File: src/rtl/cpu_rst_pkg.sv
package cpu_rst_pkg;
  localparam int DOM_W      = 14;
  localparam int MAX_CORES  = 4;
  localparam int SIMD_OFS   = 4;
  localparam int L2_BIT     = 8;
  localparam int CDBG_OFS   = 9;
  localparam int CLDBG_BIT  = 13;
  localparam int WFI_OFS    = 16;
  localparam int WFE_OFS    = 20;
  localparam int ACK_OFS    = 24;
  localparam int ADDR_W     = 13;
  localparam int CLU_STRIDE = 8;
  localparam logic [ADDR_W-1:0] ASRT_BASE = 13'h0520;
  localparam logic [ADDR_W-1:0] REL_BASE  = 13'h0524;
  localparam logic [ADDR_W-1:0] STAT_BASE = 13'h1520;

  typedef logic [DOM_W-1:0] dom_vec_t;

  // Domains that exist for a cluster with ncores cores.
  function automatic dom_vec_t dom_mask(input int ncores);
    dom_vec_t m;
    m = '0;
    for (int n = 0; n < MAX_CORES; n++) begin
      if (n < ncores) begin
        m[n]            = 1'b1;
        m[SIMD_OFS + n] = 1'b1;
        m[CDBG_OFS + n] = 1'b1;
      end
    end
    m[L2_BIT]    = 1'b1;
    m[CLDBG_BIT] = 1'b1;
    return m;
  endfunction

  // Domains left running after reset in the boot cluster.
  function automatic dom_vec_t boot_domains();
    dom_vec_t m;
    m = '0;
    m[0]         = 1'b1;
    m[SIMD_OFS]  = 1'b1;
    m[CDBG_OFS]  = 1'b1;
    m[L2_BIT]    = 1'b1;
    m[CLDBG_BIT] = 1'b1;
    return m;
  endfunction

  function automatic dom_vec_t core_bits(input int ncores);
    dom_vec_t m;
    m = '0;
    for (int n = 0; n < MAX_CORES; n++) begin
      if (n < ncores) m[n] = 1'b1;
    end
    return m;
  endfunction
endpackage

File: src/rtl/cpu_rst_sync.sv
module cpu_rst_sync #(
  parameter int W = 16
) (
  input  logic         clk,
  input  logic         rst_n,
  input  logic [W-1:0] d_async,
  output logic [W-1:0] q_sync
);
  logic [W-1:0] meta_q;
  logic [W-1:0] sync_q;

  always_ff @(posedge clk or negedge rst_n) begin
    if (!rst_n) begin
      meta_q <= '0;
      sync_q <= '0;
    end else begin
      meta_q <= d_async;
      sync_q <= meta_q;
    end
  end

  assign q_sync = sync_q;
endmodule

File: src/rtl/cpu_rst_cluster.sv
module cpu_rst_cluster
  import cpu_rst_pkg::*;
#(
  parameter int NPC      = 4,
  parameter int SETTLE   = 4,
  parameter bit WFI_GATE = 1'b1,
  parameter bit IS_BOOT  = 1'b0
) (
  input  logic           clk,
  input  logic           rst_n,
  input  logic           asrt_we,
  input  logic           rel_we,
  input  dom_vec_t       wdata,
  input  logic [NPC-1:0] wfi_s,
  input  logic [NPC-1:0] wfe_s,
  input  logic [NPC-1:0] ack_s,
  output dom_vec_t       state_o,
  output logic [31:0]    status_o
);
  localparam dom_vec_t MASK      = dom_mask(NPC);
  localparam dom_vec_t CORE_MASK = core_bits(NPC);
  localparam dom_vec_t RST_VAL   = IS_BOOT ? (MASK & ~boot_domains()) : MASK;

  dom_vec_t       state_q, state_d, wmask;
  logic [NPC-1:0] core_set;
  logic [NPC-1:0] pend_q;

  assign wmask = wdata & MASK;

  // Core-reset assertion path: gated by WFI or direct.
  generate
    if (WFI_GATE) begin : g_gate
      logic [NPC-1:0] pend_d;
      always_comb begin
        for (int n = 0; n < NPC; n++) begin
          core_set[n] = (asrt_we && wmask[n] && wfi_s[n]) ||
                        (pend_q[n] && wfi_s[n] && !(rel_we && wmask[n]));
          if (rel_we && wmask[n])       pend_d[n] = 1'b0;
          else if (core_set[n])         pend_d[n] = 1'b0;
          else if (asrt_we && wmask[n] && !state_q[n]) pend_d[n] = 1'b1;
          else                          pend_d[n] = pend_q[n];
        end
      end
      always_ff @(posedge clk or negedge rst_n) begin
        if (!rst_n) pend_q <= '0;
        else        pend_q <= pend_d;
      end

      for (genvar n = 0; n < NPC; n++) begin : g_chk
        p_pend_core_up_r6: assert property (@(posedge clk) disable iff (!rst_n)
          pend_q[n] |-> !state_q[n]);
        p_gate_waits_wfi_r6: assert property (@(posedge clk) disable iff (!rst_n)
          $rose(state_q[n]) |-> $past(wfi_s[n]));
        p_release_cancels_r7: assert property (@(posedge clk) disable iff (!rst_n)
          (rel_we && wmask[n]) |=> (!pend_q[n] && !state_q[n]));
      end
    end else begin : g_direct
      always_comb begin
        for (int n = 0; n < NPC; n++) core_set[n] = asrt_we && wmask[n];
      end
      assign pend_q = '0;
    end
  endgenerate

  always_comb begin
    state_d = state_q;
    if (asrt_we) state_d = state_d | (wmask & ~CORE_MASK);
    for (int n = 0; n < NPC; n++) begin
      if (core_set[n]) state_d[n] = 1'b1;
    end
    if (rel_we) state_d = state_d & ~wmask;
  end

  always_ff @(posedge clk or negedge rst_n) begin
    if (!rst_n) state_q <= RST_VAL;
    else        state_q <= state_d;
  end

  assign state_o = state_q;

  // Settling delay line for the status copy of the reset state.
  dom_vec_t stage_q [SETTLE];
  generate
    for (genvar s = 0; s < SETTLE; s++) begin : g_stage
      always_ff @(posedge clk or negedge rst_n) begin
        if (!rst_n)      stage_q[s] <= RST_VAL;
        else if (s == 0) stage_q[s] <= state_q;
        else             stage_q[s] <= stage_q[(s == 0) ? 0 : s-1];
      end
    end
  endgenerate

  always_comb begin
    status_o = '0;
    status_o[DOM_W-1:0] = stage_q[SETTLE-1];
    for (int n = 0; n < NPC; n++) begin
      status_o[WFI_OFS + n] = wfi_s[n];
      status_o[WFE_OFS + n] = wfe_s[n];
      status_o[ACK_OFS + n] = ack_s[n];
    end
  end

  p_release_clears_r2: assert property (@(posedge clk) disable iff (!rst_n)
    rel_we |=> ((state_q & $past(wmask)) == '0));
  p_assert_sets_r2: assert property (@(posedge clk) disable iff (!rst_n)
    asrt_we |=> ((state_q & $past(wmask & ~CORE_MASK)) == $past(wmask & ~CORE_MASK)));
  p_zero_bits_hold_r3: assert property (@(posedge clk) disable iff (!rst_n)
    (rel_we && (pend_q == '0)) |=> (((state_q ^ $past(state_q)) & ~$past(wmask)) == '0));
endmodule

File: src/rtl/cpu_rst_ctrl.sv
module cpu_rst_ctrl
  import cpu_rst_pkg::*;
#(
  parameter int NCLU     = 4,
  parameter int NPC      = 4,
  parameter int SETTLE   = 4,
  parameter bit WFI_GATE = 1'b1
) (
  input  logic                 clk,
  input  logic                 rst_n,
  input  logic                 bus_valid,
  input  logic                 bus_write,
  input  logic [12:0]          bus_addr,
  input  logic [31:0]          bus_wdata,
  output logic [31:0]          bus_rdata,
  input  logic [NCLU*NPC-1:0]  core_wfi,
  input  logic [NCLU*NPC-1:0]  core_wfe,
  input  logic [NCLU*NPC-1:0]  core_dbgack,
  output logic [NCLU*NPC-1:0]  core_rst,
  output logic [NCLU*NPC-1:0]  simd_rst,
  output logic [NCLU*NPC-1:0]  core_dbg_rst,
  output logic [NCLU-1:0]      l2_rst,
  output logic [NCLU-1:0]      clu_dbg_rst
);
  localparam int NT = NCLU * NPC;

  logic [NT-1:0]   wfi_s, wfe_s, ack_s;
  logic [NCLU-1:0] hit_a, hit_r, hit_s;
  dom_vec_t        st   [NCLU];
  logic [31:0]     stat [NCLU];
  logic [31:0]     rd;

  cpu_rst_sync #(.W(NT)) u_sync_wfi (.clk(clk), .rst_n(rst_n), .d_async(core_wfi),    .q_sync(wfi_s));
  cpu_rst_sync #(.W(NT)) u_sync_wfe (.clk(clk), .rst_n(rst_n), .d_async(core_wfe),    .q_sync(wfe_s));
  cpu_rst_sync #(.W(NT)) u_sync_ack (.clk(clk), .rst_n(rst_n), .d_async(core_dbgack), .q_sync(ack_s));

  generate
    for (genvar c = 0; c < NCLU; c++) begin : g_clu
      localparam logic [ADDR_W-1:0] A_OFS = ASRT_BASE + ADDR_W'(c * CLU_STRIDE);
      localparam logic [ADDR_W-1:0] R_OFS = REL_BASE  + ADDR_W'(c * CLU_STRIDE);
      localparam logic [ADDR_W-1:0] S_OFS = STAT_BASE + ADDR_W'(c * CLU_STRIDE);

      assign hit_a[c] = bus_valid && (bus_addr == A_OFS);
      assign hit_r[c] = bus_valid && (bus_addr == R_OFS);
      assign hit_s[c] = bus_valid && (bus_addr == S_OFS);

      cpu_rst_cluster #(
        .NPC(NPC), .SETTLE(SETTLE), .WFI_GATE(WFI_GATE), .IS_BOOT(c == 0)
      ) u_clu (
        .clk      (clk),
        .rst_n    (rst_n),
        .asrt_we  (hit_a[c] && bus_write),
        .rel_we   (hit_r[c] && bus_write),
        .wdata    (bus_wdata[DOM_W-1:0]),
        .wfi_s    (wfi_s[c*NPC +: NPC]),
        .wfe_s    (wfe_s[c*NPC +: NPC]),
        .ack_s    (ack_s[c*NPC +: NPC]),
        .state_o  (st[c]),
        .status_o (stat[c])
      );

      for (genvar n = 0; n < NPC; n++) begin : g_core
        assign core_rst[c*NPC+n]     = st[c][n];
        assign simd_rst[c*NPC+n]     = st[c][SIMD_OFS+n];
        assign core_dbg_rst[c*NPC+n] = st[c][CDBG_OFS+n];
      end
      assign l2_rst[c]      = st[c][L2_BIT];
      assign clu_dbg_rst[c] = st[c][CLDBG_BIT];
    end
  endgenerate

  always_comb begin
    rd = '0;
    for (int c = 0; c < NCLU; c++) begin
      if (hit_a[c] || hit_r[c]) rd = 32'(st[c]);
      if (hit_s[c])             rd = stat[c];
    end
  end

  assign bus_rdata = (bus_valid && !bus_write) ? rd : '0;

  p_undef_read_zero_r9: assert property (@(posedge clk) disable iff (!rst_n)
    (bus_valid && !bus_write && ((hit_a | hit_r | hit_s) == '0)) |-> (bus_rdata == '0));
endmodule

File: config.mk
export PLATFORM = sky130hd
export DESIGN_NAME = cpu_rst_ctrl
export DESIGN_NICKNAME = d
export VERILOG_FILES = /design/src/rtl/cpu_rst_pkg.sv /design/src/rtl/cpu_rst_sync.sv /design/src/rtl/cpu_rst_cluster.sv /design/src/rtl/cpu_rst_ctrl.sv
export SDC_FILE = /design/constraint.sdc
export NUM_CORES = 1
export LEC_CHECK = 0
export ABC_AREA = 1
export BUFFER_PORTS_ARGS = -buffer_cell sky130_fd_sc_hd__buf_2
export CAP_MARGIN = 20
export CORE_MARGIN = 4
export CORE_UTILIZATION = 25
export DETAILED_ROUTE_END_ITERATION = 7
export GPL_ROUTABILITY_DRIVEN = 0
export PLACE_DENSITY = 0.43
export SLEW_MARGIN = 10
export SYNTH_ARGS = -nofsm -noshare
export SYNTH_HDL_FRONTEND = slang
export SYNTH_HIERARCHICAL = 1
export SYNTH_SLANG_ARGS = --single-unit
File: constraint.sdc
create_clock -name clk -period 5.16 [get_ports clk]
set_clock_uncertainty 0.15 [all_clocks]
set_input_delay 1.032 -clock clk [delete_from_list [all_inputs] [get_ports clk]]
set_output_delay 1.032 -clock clk [all_outputs]
set_load 0.005 [all_outputs]
==> results.cfg <==
[status]
status = complete, no violations

[global_route]
grt_pass1_wl_um = 62500
antenna_found_initial = 3
track_usage_pct = 12.3
grt_overflow_total = 0
grt_pass1_vias = 10100
grt_start_max_net_pins = 114

[cts]
cts_setup_buffers = 0
cts-hold-fix-buffers = 0
cts_tree = done
root_buffer = clkbuf_16
cts_resized = 0
h-tree-depth = 2
insertion_delay_ns = 0.57
cts_inserted_buffers = 44
clkSlewWorstSetupHoldPaths_ns = 0.06
cts_num_sinks = 392
clk_path_buf_depth = 3

[pwr]
p_per_area_nw_per_um2 = 351
vdd_drop_max_v = 0.000193
p_comb_share_pct = 2.5
swShare_pct = 22.1
pwr-share-seq_pct = 49.8
finalPower_w = 0.00631
leakage_nw = 8.86
internal_power_w = 0.00492
switchingPower_w = 0.00139
clock_power_share_pct = 47.7

[synthesis]
syn-cell-area_um2 = 15700
syn_avg_cell_area_um2 = 10.6
synth_xor_area_share_pct = 0
synthMuxAreaShare_pct = 0
async_reset_ff_share_pct = 100
synth_top_family_by_area = simple AND/OR/NAND/NOR gates
ys_seq_area_share_pct = 64.6
synth_compound_area_share_pct = 5.23
ys.flop_type = dfstp_2
ys_types = 36
synth-simple-area-share_pct = 16.6
ys_warn_count = 6
ys_ff_latch = 392
synth_edf_count = 0
syn_inst = 1478
synthAdderAreaFrac_pct = 0

[routing]
drt_wl_total_um = 40700
drc = 0
routed.top_layer = met5
wl_met2_um = 19300
via_per_inst = 4.00
vias = 9713
antenna_left = 0
wl_met1_um = 18300
wl_per_cell_um = 16.7
wl_met3_um = 2270
drt_first_pass_iters = 5
drt_iter0_markers = 562

[sta]
grt_setup_unrepaired = false
hold_slack_ns = 0.187
worst_slew_pin_slew_ns = 0.910
maxSlewHeadroom_pct = 39.3
hold_viol_final = 0
fmax_mhz = 222
setup_tns_ns = 0
period_minus_slack_ns = 4.50
setup-violations-final = 0
final_max_slew_viol_count = 0
finalCritPeriodShare_pct = 87.2
setup_slack_ns = 0.661

[finish]
fin_util_pct = 29.1
final_layout_size_suffix_gt1_share_pct = 39.8
num-fill-cells = 6474
multi_input_area_um2 = 3540
areaGrowthSynthToFinish_pct = 14.8
nets = 1657
regArea_um2 = 10100

[floorplanning]
initial_core_util_pct = 25.3
die_y_um = 258
die_w_um = 258
core_region_area_um2 = 61900
io_pins = 185
die_area_um2 = 66800
rows = 91

[worst_setup_path]
critPathSlowestCell = inv_2
cp_common_cell = nand2_1
startpoint_type = primary input
r2r-end = g_clu[0].u_clu/state_o[1]
path_class = primary input to output port
endpoint_kind = output port
slowest_delay_ns = 0.54
worstPathArrival_ns = 3.32
ff2ff_path_depth = 2
cp_max_fo = 25
cp_cell_sequence = buf_2 -> inv_2 -> nand3_2 -> nor2_2 -> nand3_2 -> inv_2 -> nand2_1 -> nand2_1 -> o211ai_1 -> nand3_1 -> nand2_1 -> inv_1 -> buf_2
reg2reg_setup_slack_ns = 4.08
r2r-start = g_clu[0].u_clu/state_o[1]
crit_required_ns = 3.98

[worst_hold_path]
min_from = g_clu[2].u_clu/stage_q[20]
hold_class = flop to flop
hold_end = g_clu[2].u_clu/status_o[6]
min_path_cells = 0

[place]
dp_hpwl_um = 27400
dp_slack_ns = 0.567
port_buffers = 165

[run]
maxCapViolations = 0
==> worst max-delay path, delay by kind of cell <==
family          cells  cell delay, ns
compound gates      1            0.13
buf+inv             5            0.92
simple gates        7            1.23
==> cells in the mapped netlist, types with 4 or more instances <==
library cell	number	area, um^2
a21oi_1	16	80.1
nand3_1	117	586
or2_2	7	43.8
or2_1	12	75.1
o211ai_1	8	60.1
nor3_1	4	20.0
o21ai_0	30	150
nor2_1	63	236
nor2_2	6	37.5
dfrtp_1	137	3430
nand2_1	292	1100
conb_1	4	15.0
buf_8	4	60.1
o21ai_1	16	80.1
buf_2	16	80.1
clkbuf_1	15	56.3
nand3_2	20	200
o21ai_2	24	210
or2_0	4	25.0
o211ai_2	9	113
dfstp_2	255	6700
buf_6	7	78.8
inv_1	182	683
buf_4	137	1030
a31oi_1	16	100
nand4_1	27	169
inv_2	35	131
==> worst max path at each step <==
stage,start,end,depth (start not counted)
after floorplan,bus_addr[0],bus_rdata[16],12
after global placement,bus_addr[3],bus_rdata[16],13
after detailed placement,bus_addr[3],bus_rdata[16],13
after CTS,bus_addr[3],bus_rdata[16],13
after global routing,bus_addr[11],bus_rdata[16],13
final,bus_addr[3],bus_rdata[16],13
==> power by group through the flow <==
stage	Clock, W	Combinational (W)	Sequential [W]
final	0.00301	0.000158	0.00315
after global routing	0.00326	0.000182	0.00315
after CTS	0.00313	0.000166	0.00315
after detailed placement	0	0.000166	0.00319
after global placement	0	0.000163	0.00319
after floorplan	0	0.0000655	0.00319
==> through the flow <==
step           area, um^2  std cells
4_1_cts             18000       2428
3_3_place_gp        16600       2351
2_1_floorplan       15800       1498
6_report            18000       2429
5_1_grt             18000       2428
3_5_place_dp        16600       2351
==> sequential cells by signal, indices dropped and copies added, names as in the netlist <==
signal,count
u_sync_wfe/meta_q,16
g_clu.u_clu/pend_q,16
u_sync_ack/q_sync,16
g_clu.u_clu/state_o,56
u_sync_wfe/q_sync,16
g_clu.u_clu/status_o,56
u_sync_wfi/meta_q,16
u_sync_wfi/q_sync,16
g_clu.u_clu/stage_q,168
u_sync_ack/meta_q,16
==> cell type report <==
cell class	instances	share of cell area, %
flip-flops and latches	392	56.2
multi-input cells	709	19.7
clock buffers	59	6.76
repair buffers	196	6.07
well taps	837	5.82
inverters	217	4.52
clock inverters	18	0.903
diodes	1	0.0139
==> per-layer routing <==
layer	up-vias	GRT usage [%]
met2	196	19.8
met1	4845	16.7
met5	-	0
met3	58	2.85
li1	4610	-
met4	4	3.33
==> layout by cell type, fill, tap and decap left out, drive strengths merged <==
master	Yosys	layout
clkinvlp	0	2
buf	165	196
a31oi	16	16
inv	217	218
nand3	137	137
nor4	2	2
clkbuf	15	59
dfrtp	137	137
o21ai	70	70
nand4	27	27
a32oi	1	1
nor3	4	4
diode	0	1
clkinv	0	13
or2	23	23
bufinv	0	2
dfstp	255	255
o211ai	17	17
conb	4	24
and2	1	1
nand2	296	296
a21oi	16	16
nor2	73	73
o221ai	2	2
==> logic make-up after synthesis <==
group / count (synthesis)
buf+inv: 397
compound gates: 122
other cells: 4
flops: 392
simple gates: 563
(Power assumes the default switching activity.)
